**src/rtl/tirq_pkg.sv**
```systemverilog
package tirq_pkg;
  // Pending bit position for channel n in the register word.
  function automatic int stat_pos(input int n, input int num_ch);
    return num_ch + n;
  endfunction
endpackage

```
**src/rtl/tirq_chan.sv**
```systemverilog
module tirq_chan (
  input  logic clk_i,
  input  logic rst_ni,
  input  logic expire_i,
  input  logic wr_en_i,
  input  logic wr_en_bit_i,
  input  logic wr_clr_i,
  output logic en_o,
  output logic stat_o,
  output logic irq_o
);
  logic clr_hit;
  assign clr_hit = wr_en_i && wr_clr_i && !expire_i;

  always_ff @(posedge clk_i or negedge rst_ni) begin
    if (!rst_ni) begin
      en_o   <= 1'b0;
      stat_o <= 1'b0;
      irq_o  <= 1'b0;
    end else begin
      if (wr_en_i) en_o <= wr_en_bit_i;
      if (expire_i)     stat_o <= 1'b1;
      else if (clr_hit) stat_o <= 1'b0;
      // Enable sampled before any same-cycle write takes effect.
      if (expire_i && en_o)        irq_o <= 1'b1;
      else if (clr_hit && stat_o)  irq_o <= 1'b0;
    end
  end

  assert_exp_sets_stat_R3: assert property (@(posedge clk_i) disable iff (!rst_ni)
    expire_i |=> stat_o);
  assert_exp_en_irq_R4: assert property (@(posedge clk_i) disable iff (!rst_ni)
    (expire_i && en_o) |=> irq_o);
  assert_irq_only_on_exp_R4: assert property (@(posedge clk_i) disable iff (!rst_ni)
    (!irq_o && !(expire_i && en_o)) |=> !irq_o);
  assert_en_load_R5: assert property (@(posedge clk_i) disable iff (!rst_ni)
    wr_en_i |=> (en_o == $past(wr_en_bit_i)));
  assert_clr_stat_R6: assert property (@(posedge clk_i) disable iff (!rst_ni)
    (wr_en_i && wr_clr_i && !expire_i) |=> !stat_o);
  assert_clr_irq_low_R7: assert property (@(posedge clk_i) disable iff (!rst_ni)
    (wr_en_i && wr_clr_i && !expire_i) |=> !irq_o);
  assert_irq_needs_stat_R7: assert property (@(posedge clk_i) disable iff (!rst_ni)
    irq_o |-> stat_o);
  assert_exp_beats_clr_R8: assert property (@(posedge clk_i) disable iff (!rst_ni)
    (expire_i && wr_en_i && wr_clr_i) |=> stat_o);
  assert_irq_holds_R10: assert property (@(posedge clk_i) disable iff (!rst_ni)
    (irq_o && !(wr_en_i && wr_clr_i)) |=> irq_o);
endmodule

```
**src/rtl/tirq_pack.sv**
```systemverilog
module tirq_pack #(
  parameter int NUM_CH = 5,
  parameter int DATA_W = 32
) (
  input  logic [NUM_CH-1:0] en_i,
  input  logic [NUM_CH-1:0] stat_i,
  output logic [DATA_W-1:0] rd_data_o
);
  localparam int USED_W = 2 * NUM_CH;

  always_comb begin
    rd_data_o = '0;
    rd_data_o[USED_W-1:0] = {stat_i, en_i};
  end
endmodule

```
**src/rtl/tirq_ctrl.sv**
```systemverilog
module tirq_ctrl #(
  parameter int NUM_CH = 5,
  parameter int DATA_W = 32
) (
  input  logic              clk_i,
  input  logic              rst_ni,
  input  logic [NUM_CH-1:0] expire_i,
  input  logic              wr_en_i,
  input  logic [DATA_W-1:0] wr_data_i,
  output logic [DATA_W-1:0] rd_data_o,
  output logic [NUM_CH-1:0] irq_o
);
  import tirq_pkg::*;

  localparam int USED_W = 2 * NUM_CH;

  logic [NUM_CH-1:0] en_q;
  logic [NUM_CH-1:0] stat_q;
  logic unused_hi;
  assign unused_hi = ^wr_data_i[DATA_W-1:USED_W];

  for (genvar n = 0; n < NUM_CH; n++) begin : g_ch
    tirq_chan u_chan (
      .clk_i      (clk_i),
      .rst_ni     (rst_ni),
      .expire_i   (expire_i[n]),
      .wr_en_i    (wr_en_i),
      .wr_en_bit_i(wr_data_i[n]),
      .wr_clr_i   (wr_data_i[stat_pos(n, NUM_CH)]),
      .en_o       (en_q[n]),
      .stat_o     (stat_q[n]),
      .irq_o      (irq_o[n])
    );
  end

  tirq_pack #(.NUM_CH(NUM_CH), .DATA_W(DATA_W)) u_pack (
    .en_i     (en_q),
    .stat_i   (stat_q),
    .rd_data_o(rd_data_o)
  );

  assert_rd_layout_R2: assert property (@(posedge clk_i) disable iff (!rst_ni)
    wr_en_i |=> (rd_data_o[NUM_CH-1:0] == $past(wr_data_i[NUM_CH-1:0])));
  assert_hi_zero_R9: assert property (@(posedge clk_i) disable iff (!rst_ni)
    $past(wr_en_i) |-> ($countones(rd_data_o) <= USED_W));
endmodule

```
**config.mk**
```make
export PLATFORM = sky130hd
export DESIGN_NAME = tirq_ctrl
export DESIGN_NICKNAME = d
export VERILOG_FILES = /design/src/rtl/tirq_pkg.sv /design/src/rtl/tirq_chan.sv /design/src/rtl/tirq_pack.sv /design/src/rtl/tirq_ctrl.sv
export SDC_FILE = /design/constraint.sdc
export NUM_CORES = 1
export LEC_CHECK = 0
export BUFFER_PORTS_ARGS = -buffer_cell sky130_fd_sc_hd__buf_2
export CORE_MARGIN = 5
export CORE_UTILIZATION = 37
export DETAILED_ROUTE_END_ITERATION = 12
export GPL_ROUTABILITY_DRIVEN = 0
export GPL_TIMING_DRIVEN = 0
export PLACE_DENSITY = 0.79
export SYNTH_ARGS = -nofsm -noshare
export SYNTH_HDL_FRONTEND = slang
export SYNTH_SLANG_ARGS = --single-unit
```
**constraint.sdc**
```tcl
create_clock -name clk_i -period 1.01 [get_ports clk_i]
set_input_delay 0.2525 -clock clk_i [delete_from_list [all_inputs] [get_ports clk_i]]
set_output_delay 0.2525 -clock clk_i [all_outputs]
set_load 0.01 [all_outputs]
```
==> flow_summary.toml <==
[status]
status = "complete, but fails checks"
violations = "setup timing"

[power]
p_leak_nw = 0.709
power_density_nw_per_um2 = 1220
vdd_ir_drop_max_uv = 890

[flow_run]
drv_cap = 0

[critical_path]
end_kind = "primary output"
cp_max_fo = 3
critPathArrivalTime_ps = 830
cpPeakStageDelay_ps = 420
start_kind = "flop"
path_buf_inv = 1
cp_top_family = "flip-flops"
cp_slowest_cell = "dfrtp_1"
critical_path_required_ps = 760
crit_path_cell_trace = "buf_6"
criticalPathCategory = "flop to primary output"

[yosys]
netlist_top_cells_area = "dfrtp_1, buf_4, mux2_2, a41oi_1, a21o_1"
synth_top_area_share_pct = 42.5
ys_seq_area_share_pct = 42.5
synth_cell_types = 11
ys_ff_latch = 15
syn_inst = 85
synth_top_area_cell = "dfrtp_1"
synth_area_um2 = 883
ys_warn_count = 0
syn_area_per_cell_um2 = 10.4

[clock_network]
path_clk_slew_ps = 80
cts_buffers = 3
clock-root-buffer = "clkbuf_4"
h-tree-depth = 1
cts_tree = "done"
clkSinkCount = 15
insertion_delay_ps = 280
clock_tree.buffer_depth = 2

[grt]
antenna_found_initial = 0
grt_max_degree = 16
grt_pass1_vias = 668
grt_overflow = 0
grt_pass1_wl_mm = 2.93
grt.total_usage_pct = 10.8

[timing]
finalHoldViolations = 0
period_needed_ps = 1090
setup_violations = 15
finalClockSkew_ps = 1.70
fmax_ghz = 0.921
period_share_pct = 107
layout_setup_ws_ps = -75.7
slew_viol_final = 0
rsz0062_at_grt = "yes"

[drt]
drt_iter0_drc = 2
final_antenna_net_count = 0
via_count = 689
drcViolationCount = 0
routed_via_density = 4.01
drt-wirelength-per-cell_um = 10.6
wl_mm = 1.83
dr.pass1.iters = 2

[cells_and_area]
area_growth_pct = 47.7
fin_nets = 185
multiInputGateArea_um2 = 272
finish.instance_area_um2 = 1310
antenna-diode-count = 0
drive_gt1_share_pct = 56.3
nFillCells = 205
regArea_um2 = 375

[die]
start_util_pct = 39.2
die_area_um2 = 3460
placementRows = 17
io_pins = 77
die_w_um = 58.9
die_h_um = 58.9
core_um2 = 2250

[placed_design]
dp_slack_ps = 112
placed_cell_area_um2 = 1150
io_buffers = 31
hpwl_mm = 1.41

[hold_path]
hold_class = "input port to flop"
## metal layers
layer | vias to the layer above | GRT usage, % | share of wire [%]
li1 | 337 | - | -
met1 | 310 | 12.9 | 36
met2 | 40 | 17.0 | 47
met3 | 2 | 5.04 | 17
met4 | 0 | 3.88 | 0.27
met5 | - | 0 | 0
## where the power goes
group	switching [mW]	internal [mW]	total, mW
Combinational	0.207	0.340	0.547
Sequential	0.0495	0.666	0.716
Clock	0.179	0.153	0.332
## layout by cell type (no fill, tap or decap)
cell type      instances
buf_4                 39
a41oi_1                4
nand2_1                5
dfrtp_1               15
a21o_1                 5
dlygate4sd3_1          1
buf_6                 16
inv_1                  5
a21oi_1                5
a41oi_2                1
conb_1                22
mux2_2                 5
clkbuf_4               3
buf_2                 16
clkbuf_1               1
buf_8                  1
## sequential cells by signal, indices dropped and copies added, names as in the netlist
name / flops
g_ch.u_chan.en_o: 5
g_ch.u_chan.irq_o: 5
g_ch.u_chan.stat_o: 5
## layout make-up
cell class                      count  area share (%)
Multi-Input combinational cell     47            20.8
Tap cell                           28            2.68
Timing Repair Buffer               49            29.6
Sequential cell                    15            28.8
Inverter                            5            1.44
Buffer                             24            14.7
Clock buffer                        4            2.01
## final timing paths
kind / depth (start not counted) / endpoint / from / slack [ps]
setup / recovery: 1 / rd_data_o[1] / g_ch[1].u_chan.en_o / -80
hold / removal: 2 / g_ch[4].u_chan.stat_o / expire_i[4] / 180
setup reg to reg: 4 / g_ch[2].u_chan.irq_o / g_ch[2].u_chan.irq_o / 60
hold reg to reg: 1 / g_ch[1].u_chan.en_o / g_ch[1].u_chan.en_o / 590
max in group asynchronous: 2 / g_ch[3].u_chan.stat_o / rst_ni / 360
min in group asynchronous: 2 / g_ch[0].u_chan.en_o / rst_ni / 400
## cells in the mapped netlist
library cell / count
conb_1: 1
a41oi_1: 5
inv_1: 5
nand2_1: 5
mux2_2: 5
buf_4: 37
buf_6: 1
buf_8: 1
a21oi_1: 5
dfrtp_1: 15
a21o_1: 5
## what timing repair did
item                                    in CTS  in global routing
gates cloned                                 0                  0
hold endpoints to repair                    15                  0
pin swaps                                    0                  0
gates resized for setup                     15                  1
hold buffers                                 1                  0
endpoints found under the setup margin      15                 15
buffers inserted                            13                  4
## per-stage QoR
stage | hold WS, ps | power [mW] | util (%) | setup TNS [ps] | cells
6_report | 184 | 1.59 | 57.9 | -665 | 172
5_1_grt | 173 | 1.70 | 57.9 | -1340 | 172
3_5_place_dp | 173 | 1.17 | 51.1 | 0 | 165
2_1_floorplan | -43.1 | 1.03 | - | 0 | 106
3_3_place_gp | 168 | 1.15 | 51.1 | 0 | 165
4_1_cts | 173 | 1.58 | 56.2 | -881 | 168
## cell families (layout without fill, tap and decap cells)
kind of cell / Yosys count / in the layout / share of synthesized area, %
buffers and inverters: 44 / 82 / 36.5
AOI/OAI and AO/OA: 15 / 15 / 12.0
DFF: 15 / 15 / 42.5
muxes: 5 / 5 / 6.37
and+or+nand+nor: 5 / 5 / 2.12
other: 1 / 22 / 0.425
Note: power is estimated with default switching activity, not from simulation.
